### src/rtl/dslope_seq_pkg.sv
package dslope_seq_pkg;

   typedef enum logic [1:0] {
      PH_AZ   = 2'd0,
      PH_INT  = 2'd1,
      PH_DINT = 2'd2,
      PH_IZ   = 2'd3
   } phase_e;

endpackage

### src/rtl/dslope_seq_prescale.sv
module dslope_seq_prescale #(
   parameter int DIV = 4
) (
   input  logic clk,
   input  logic rst_n,
   output logic tick
);
   generate
      if (DIV == 1) begin : g_pass
         assign tick = 1'b1;
      end else begin : g_cnt
         localparam int W = $clog2(DIV);
         localparam logic [W-1:0] LAST = W'(DIV - 1);
         logic [W-1:0] cnt_q;

         always_ff @(posedge clk or negedge rst_n) begin
            if (!rst_n)            cnt_q <= '0;
            else if (cnt_q == LAST) cnt_q <= '0;
            else                   cnt_q <= cnt_q + 1'b1;
         end

         assign tick = (cnt_q == LAST);
      end
   endgenerate
endmodule

### src/rtl/dslope_seq_phase_timer.sv
module dslope_seq_phase_timer #(
   parameter int LOAD_W   = 8,
   parameter int TICK_LEN = 256
) (
   input  logic              clk,
   input  logic              rst_n,
   input  logic              preload,
   input  logic [LOAD_W-1:0] start,
   input  logic              step,
   output logic              expire
);
   localparam int SUB_W = (TICK_LEN > 1) ? $clog2(TICK_LEN) : 1;
   localparam logic [SUB_W-1:0] SUB_LAST = SUB_W'(TICK_LEN - 1);

   logic [SUB_W-1:0]  sub_q;
   logic [LOAD_W-1:0] major_q;
   logic              sub_wrap;

   assign sub_wrap = (sub_q == SUB_LAST);
   assign expire   = step && sub_wrap && (&major_q);

   always_ff @(posedge clk or negedge rst_n) begin
      if (!rst_n) begin
         sub_q   <= '0;
         major_q <= '0;
      end else if (preload) begin
         sub_q   <= '0;
         major_q <= start;
      end else if (step) begin
         if (sub_wrap) begin
            sub_q   <= '0;
            major_q <= major_q + 1'b1;
         end else begin
            sub_q   <= sub_q + 1'b1;
         end
      end
   end
endmodule

### src/rtl/dslope_seq_run_cnt.sv
module dslope_seq_run_cnt #(
   parameter int W = 18
) (
   input  logic         clk,
   input  logic         rst_n,
   input  logic         clear,
   input  logic         step,
   output logic [W-1:0] count
);
   always_ff @(posedge clk or negedge rst_n) begin
      if (!rst_n)     count <= '0;
      else if (clear) count <= '0;
      else if (step)  count <= count + 1'b1;
   end
endmodule

### src/rtl/dslope_seq.sv
module dslope_seq
   import dslope_seq_pkg::*;
#(
   parameter int CLK_DIV  = 4,
   parameter int LOAD_W   = 8,
   parameter int TICK_LEN = 256,
   parameter int IZ_LEN   = 1024,
   parameter int RES_W    = 17
) (
   input  logic              clk,
   input  logic              rst_n,
   input  logic              hold,
   input  logic              load_stb,
   input  logic [LOAD_W-1:0] load_val,
   input  logic              cmp_in,
   output logic              sw_az,
   output logic              sw_int,
   output logic              sw_dint,
   output logic              sw_iz,
   output logic              eoc_n,
   output logic [RES_W-1:0]  res_mag,
   output logic              res_sign,
   output logic              res_ovr
);
   localparam int SPAN     = 2 ** LOAD_W;
   localparam int MAX_INT  = SPAN * TICK_LEN;
   localparam int CAP_MAX  = 2 * MAX_INT;
   localparam int RUN_SPAN = (CAP_MAX > IZ_LEN) ? CAP_MAX : IZ_LEN;
   localparam int RUN_W    = $clog2(RUN_SPAN + 1);

   generate
      if (CLK_DIV < 1)             begin : g_bad_div  $error("CLK_DIV must be at least 1");           end
      if (TICK_LEN < 1)            begin : g_bad_tick $error("TICK_LEN must be at least 1");          end
      if (IZ_LEN < 1)              begin : g_bad_iz   $error("IZ_LEN must be at least 1");            end
      if (LOAD_W < 1 || LOAD_W > 12) begin : g_bad_lw $error("LOAD_W out of range");                  end
      if (RES_W > 30)              begin : g_bad_rw   $error("RES_W too wide");                       end
      if (CAP_MAX > 2 ** RES_W)    begin : g_bad_cap  $error("RES_W cannot hold the deintegrate cap"); end
   endgenerate

   phase_e            phase_q;
   logic [LOAD_W-1:0] load_q;
   logic              sign_q;
   logic              tick;
   logic              tmr_expire;
   logic              tmr_preload;
   logic [LOAD_W-1:0] tmr_start;
   logic [RUN_W-1:0]  run;
   logic [RUN_W-1:0]  cap;
   logic              crossed;
   logic              cap_hit;
   logic              dint_end;
   logic              iz_end;
   logic              restart;

   dslope_seq_prescale #(.DIV(CLK_DIV)) u_pre (
      .clk   (clk),
      .rst_n (rst_n),
      .tick  (tick)
   );

   assign restart     = hold || load_stb;
   assign tmr_start   = load_stb ? load_val : load_q;
   assign tmr_preload = restart
                     || (phase_q == PH_DINT) || (phase_q == PH_IZ)
                     || ((phase_q == PH_AZ) && tmr_expire);

   dslope_seq_phase_timer #(.LOAD_W(LOAD_W), .TICK_LEN(TICK_LEN)) u_tmr (
      .clk     (clk),
      .rst_n   (rst_n),
      .preload (tmr_preload),
      .start   (tmr_start),
      .step    (tick),
      .expire  (tmr_expire)
   );

   assign cap      = (RUN_W'(SPAN) - RUN_W'(load_q)) * RUN_W'(2 * TICK_LEN);
   assign crossed  = (cmp_in != sign_q);
   assign cap_hit  = (run == cap - 1'b1);
   assign dint_end = tick && (phase_q == PH_DINT) && (crossed || cap_hit);
   assign iz_end   = tick && (phase_q == PH_IZ) && (run == RUN_W'(IZ_LEN - 1));

   dslope_seq_run_cnt #(.W(RUN_W)) u_run (
      .clk   (clk),
      .rst_n (rst_n),
      .clear (restart || (phase_q == PH_AZ) || (phase_q == PH_INT) || dint_end),
      .step  (tick && ((phase_q == PH_DINT) || (phase_q == PH_IZ))),
      .count (run)
   );

   always_ff @(posedge clk or negedge rst_n) begin
      if (!rst_n) begin
         phase_q  <= PH_AZ;
         load_q   <= '0;
         sign_q   <= 1'b0;
         res_mag  <= '0;
         res_sign <= 1'b0;
         res_ovr  <= 1'b0;
      end else begin
         if (load_stb) load_q <= load_val;
         if (restart) begin
            phase_q <= PH_AZ;
         end else if (tick) begin
            unique case (phase_q)
               PH_AZ:   if (tmr_expire) phase_q <= PH_INT;
               PH_INT:  if (tmr_expire) begin
                           phase_q <= PH_DINT;
                           sign_q  <= cmp_in;
                        end
               PH_DINT: if (crossed || cap_hit) begin
                           phase_q  <= PH_IZ;
                           res_sign <= sign_q;
                           res_ovr  <= !crossed;
                           res_mag  <= crossed ? RES_W'(run) : '1;
                        end
               PH_IZ:   if (iz_end) phase_q <= PH_AZ;
               default: phase_q <= PH_AZ;
            endcase
         end
      end
   end

   assign sw_az   = (phase_q == PH_AZ);
   assign sw_int  = (phase_q == PH_INT);
   assign sw_dint = (phase_q == PH_DINT);
   assign sw_iz   = (phase_q == PH_IZ);
   assign eoc_n   = (phase_q != PH_AZ);
endmodule

### config.mk
export PLATFORM = sky130hd
export DESIGN_NAME = dslope_seq
export DESIGN_NICKNAME = d
export VERILOG_FILES = /design/src/rtl/dslope_seq_pkg.sv /design/src/rtl/dslope_seq_prescale.sv /design/src/rtl/dslope_seq_phase_timer.sv /design/src/rtl/dslope_seq_run_cnt.sv /design/src/rtl/dslope_seq.sv
export SDC_FILE = /design/constraint.sdc
export NUM_CORES = 1
export LEC_CHECK = 0
export ABC_AREA = 1
export CORE_ASPECT_RATIO = 1.1
export CORE_UTILIZATION = 40
export DETAILED_ROUTE_END_ITERATION = 10
export HOLD_SLACK_MARGIN = 0.02
export PLACE_DENSITY_LB_ADDON = 0.2
export SETUP_SLACK_MARGIN = 0.2
export SYNTH_ARGS = -nofsm -noshare
export SYNTH_HDL_FRONTEND = slang
export SYNTH_SLANG_ARGS = --single-unit
### constraint.sdc
create_clock -name clk -period 3.1 [get_ports clk]
set_clock_uncertainty 0.15 [all_clocks]
set_input_delay 0.62 -clock clk [delete_from_list [all_inputs] [get_ports clk]]
set_output_delay 0.62 -clock clk [all_outputs]
set_load 0.01 [all_outputs]
==> summary.txt <==
Worst setup path
  • Worst Path Buf+Inv: 1
  • FF-to-FF path depth: 13
  • Top delay family on crit path: simple AND/OR/NAND/NOR gates
  • Critical path launch point type: flip-flop
  • Reg2reg end: u_run.count[17]
  • CP peak stage delay: roughly 0.4 ns
  • CP max FO: 7
  • Reg-to-Reg Start: phase_q[0]
  • Setup crit end kind: flip-flop
  • CP dominant cell by count: nor2_1
  • Slowest CP cell: dfrtp_1
  • Crit path cell chain: inv_1 > ha_2 > nor2_1 > nor2_4 > nand2_2 > nor3_4 > nand4_2 > nor2_2 > nand3_1 > or2_1 > nor2_1 > xor2_1 > nor2_1
  • Setup CP Type: flip-flop to flip-flop
  • WP data required: between 3 and 4 ns
  • Reg-to-reg slack, setup: between 0.4 and 0.5 ns
  • Critical Path AT: 2.70 ns

Timing
  • FMAX: about 380 MHz
  • RSZ-0062 raised after global routing: false
  • Final worst path period share: a little over four fifths
  • Slew headroom: 53.4%
  • WHS: 0.169 ns
  • Final setup margin: 0.467 ns
  • Final setup vio count: 0
  • Final Max Slew Viols: 0
  • Slew @ Worst Pin: 0.699 ns
  • Aggregate negative setup slack: 0 ns
  • Final Hold Viols: 0
  • Min Clock Period, post-route: approximately 2.6 ns

Detailed routing
  • Vias per Instance: around 4.9
  • Detailed Route Iter0 Violations: 160
  • Post-Route WL: roughly 8.2 mm
  • Vias: approximately 3300
  • Mean routed wirelength per cell: ~12 um
  • Remaining DRCs: 0
  • Final ANT Viol Nets: 0
  • TritonRoute pass-1 iters: 4

Floorplan
  • Die height: roughly 110 um
  • Starting Density: around 41%
  • I/O pin count: 37
  • Area of the die: 0.0101 mm^2
  • Die Width: around 96 um
  • Cell Rows: 37
  • Core ar.: 0.00940 mm^2

Power
  • Sw frac: between 20% and 30%
  • VDD IR max: about 240 uV
  • PwrDens: ~410 mW/mm^2
  • Leakage: around 2 nW
  • Int Pwr: roughly 1.3 mW
  • Logic pwr share: between 10% and 20%
  • Seq pwr share: approximately half
  • Switching power: roughly 540 uW
  • Clock power share: a little over a third

Clocking
  • CTS sink cnt: 66
  • Cts hold-fix bufs: 0
  • Clk buf depth: 2
  • H-tree depth: 3
  • Clk Latency, worst-skew pair: between 0.3 and 0.4 ns
  • CTS tree: done
  • CTS root buf: clkbuf_8
  • Worst-path clk slew: 0.07 ns
  • Num CTS Buffers: 9

Yosys
  • Post-Syn Nets: between 500 and 600
  • Post-synth top flop: dfrtp_1
  • Count leader, synth: nand2_1
  • Avg Inst Size Synth: 7.88 um^2
  • Post-synthesis sequential area ratio: a little over two fifths
  • Syn Inst Count: just under 500
  • Ys Warns: 0
  • Synth area leader: dfrtp_1
  • Yosys reg bits: 66
  • Top post-synthesis cells by area: dfrtp_1 43%, nand2_1 10%, nor2_1 6.9%
  • Synth top area share: a little over two fifths
  • Number of synthesized flops with an enable pin: 0
  • Synthesized cell area: slightly below 0.004 mm^2
  • Distinct cells, synth: between 40 and 50
  • Synth top cells by count: 105 x nand2_1, 71 x nor2_1, 66 x dfrtp_1
  • FFs w/ async S/R, synth: 100%

Flow run
  • Max Cap Viol: 0

GRT
  • Grt total ovfl: 0
  • Antenna violations before repair: 0
  • First-pass GRT wire length: between 10 and 15 mm
  • Vias in the first global route: approximately 3100
  • Total track usage: a little under a fifth
  • Largest net degree at the start of global routing: 39

Cells and area
  • Fill count: about 900
  • Layout area overhead: 17.7%
  • Share of cells above drive strength 1: approximately 15%
  • Antenna diodes: 0
  • Final nets: 558

Status
  • Status: finished clean

Place
  • I/O Buffers: 36
  • DPL Wire Length: around 6.2 mm
  • Setup WS pre-CTS: between 0.2 and 0.3 ns
  • Gp weighted congestion: approximately 0.86

Min path
  • Hold Crit Class: input pin to asynchronous set/reset pin
[power by group through the flow]
stage                     logic, mW  registers (mW)  clock network (mW)
after floorplan               0.173           0.943                   0
after global placement        0.263           0.944                   0
after detailed placement      0.270           0.944                   0
after CTS                     0.271           0.928               0.674
after global routing          0.309           0.934               0.712
final                         0.271           0.929               0.653
[layout by cell type (no fill, tap or decap), types with 2 or more instances in the layout]
master | synthesis | layout
dfrtp_1 | 66 | 66
nor3_1 | 10 | 10
nand4_1 | 11 | 11
clkbuf_8 | 0 | 10
clkdlybuf4s50_1 | 0 | 35
o31ai_1 | 2 | 2
buf_4 | 3 | 5
o211ai_1 | 4 | 4
clkinvlp_4 | 0 | 3
nand3_1 | 31 | 31
a21oi_1 | 9 | 9
ha_2 | 0 | 2
inv_2 | 5 | 5
nand2_2 | 18 | 18
a31oi_1 | 2 | 2
o21ai_1 | 2 | 2
nor2_4 | 4 | 4
xor2_1 | 16 | 16
or2_2 | 2 | 2
xnor2_1 | 2 | 2
o21ai_2 | 10 | 10
clkinv_2 | 0 | 2
nor2_2 | 4 | 5
inv_1 | 47 | 47
nand3_2 | 2 | 2
nand2_1 | 105 | 105
o21ai_0 | 31 | 31
nor2_1 | 71 | 70
o22ai_1 | 2 | 2
ha_1 | 10 | 8
[state kept, by name (all words and copies together), names as in the netlist]
signal             cells
res_mag               17
u_pre.g_cnt.cnt_q      2
sign_q                 1
u_tmr.major_q          8
u_run.count           18
res_ovr                1
u_tmr.sub_q            8
phase_q                2
res_sign               1
load_q                 8
[worst max path at each step]
stage	startpoint	end	slack, ns	cells after the start
2_1_floorplan	phase_q[0]	u_run.count[17]	0.65	13
3_3_place_gp	load_q[0]	res_mag[6]	0.34	15
3_5_place_dp	load_q[0]	res_mag[2]	0.29	15
4_1_cts	load_q[0]	res_mag[2]	0.27	15
5_1_grt	load_q[0]	u_run.count[15]	0.20	16
6_report	phase_q[0]	u_run.count[17]	0.47	13
[metrics by stage]
stage | instance area, um^2 | std cells | power [mW] | utilization (%)
finish | 4570 | 657 | 1.85 | 48.7
global route | 4570 | 657 | 1.96 | 48.7
CTS | 4540 | 656 | 1.87 | 48.3
detailed placement | 4360 | 640 | 1.21 | 46.4
global placement | 4360 | 640 | 1.21 | 46.4
floorplan | 3880 | 493 | 1.12 | -
[per-layer routing]
metal	track usage [%]	part of all wire [%]	wire length, um	vias to the layer above
li1	-	-	-	1682
met3	3.25	2.8	231	16
met2	28.6	46	3800	73
met1	23.9	48	3970	1480
met5	0	0	0	-
met4	8.10	2.5	207	0
[kinds of logic (layout without fill, tap and decap cells)]
kind of cell | after synthesis | in the layout | share of synthesized area (%)
flip-flops | 66 | 66 | 42.5
AO/OA/AOI/OAI | 65 | 65 | 10.3
XOR/XNOR | 18 | 18 | 4.06
AND/OR/NAND/NOR | 267 | 267 | 32.2
buffers and inverters | 66 | 113 | 7.38
multiplexers | 1 | 1 | 0.290
adder cells (fa/ha/maj) | 10 | 10 | 3.22
[final cells by class]
class                      instances  area (um^2)  share of cell area (%)
clock buffer                      10          138                    3.01
timing repair buffer              43          428                    9.36
tap                              117          146                    3.20
inverter                          54          205                    4.49
clock inverter                     6         41.3                   0.903
sequential                        66         1650                    36.1
multi-input combinational        361         1960                    42.9
[repair_timing]
item | CTS | global route
endpoints found under the setup margin | 0 | 40
buffers inserted | 0 | 1
gates resized for setup | 0 | 7
endpoints found under the hold margin | 0 | 0
[worst register-to-register path, stage by stage, from the launching register on]
cell,delay [ns]
dfrtp_1,0.40
inv_1,0.14
ha_2,0.28
nor2_1,0.09
nor2_4,0.18
nand2_2,0.10
nor3_4,0.19
nand4_2,0.15
nor2_2,0.15
nand3_1,0.12
or2_1,0.24
nor2_1,0.11
xor2_1,0.15
nor2_1,0.05
Note: power is estimated with default switching activity, not from simulation.
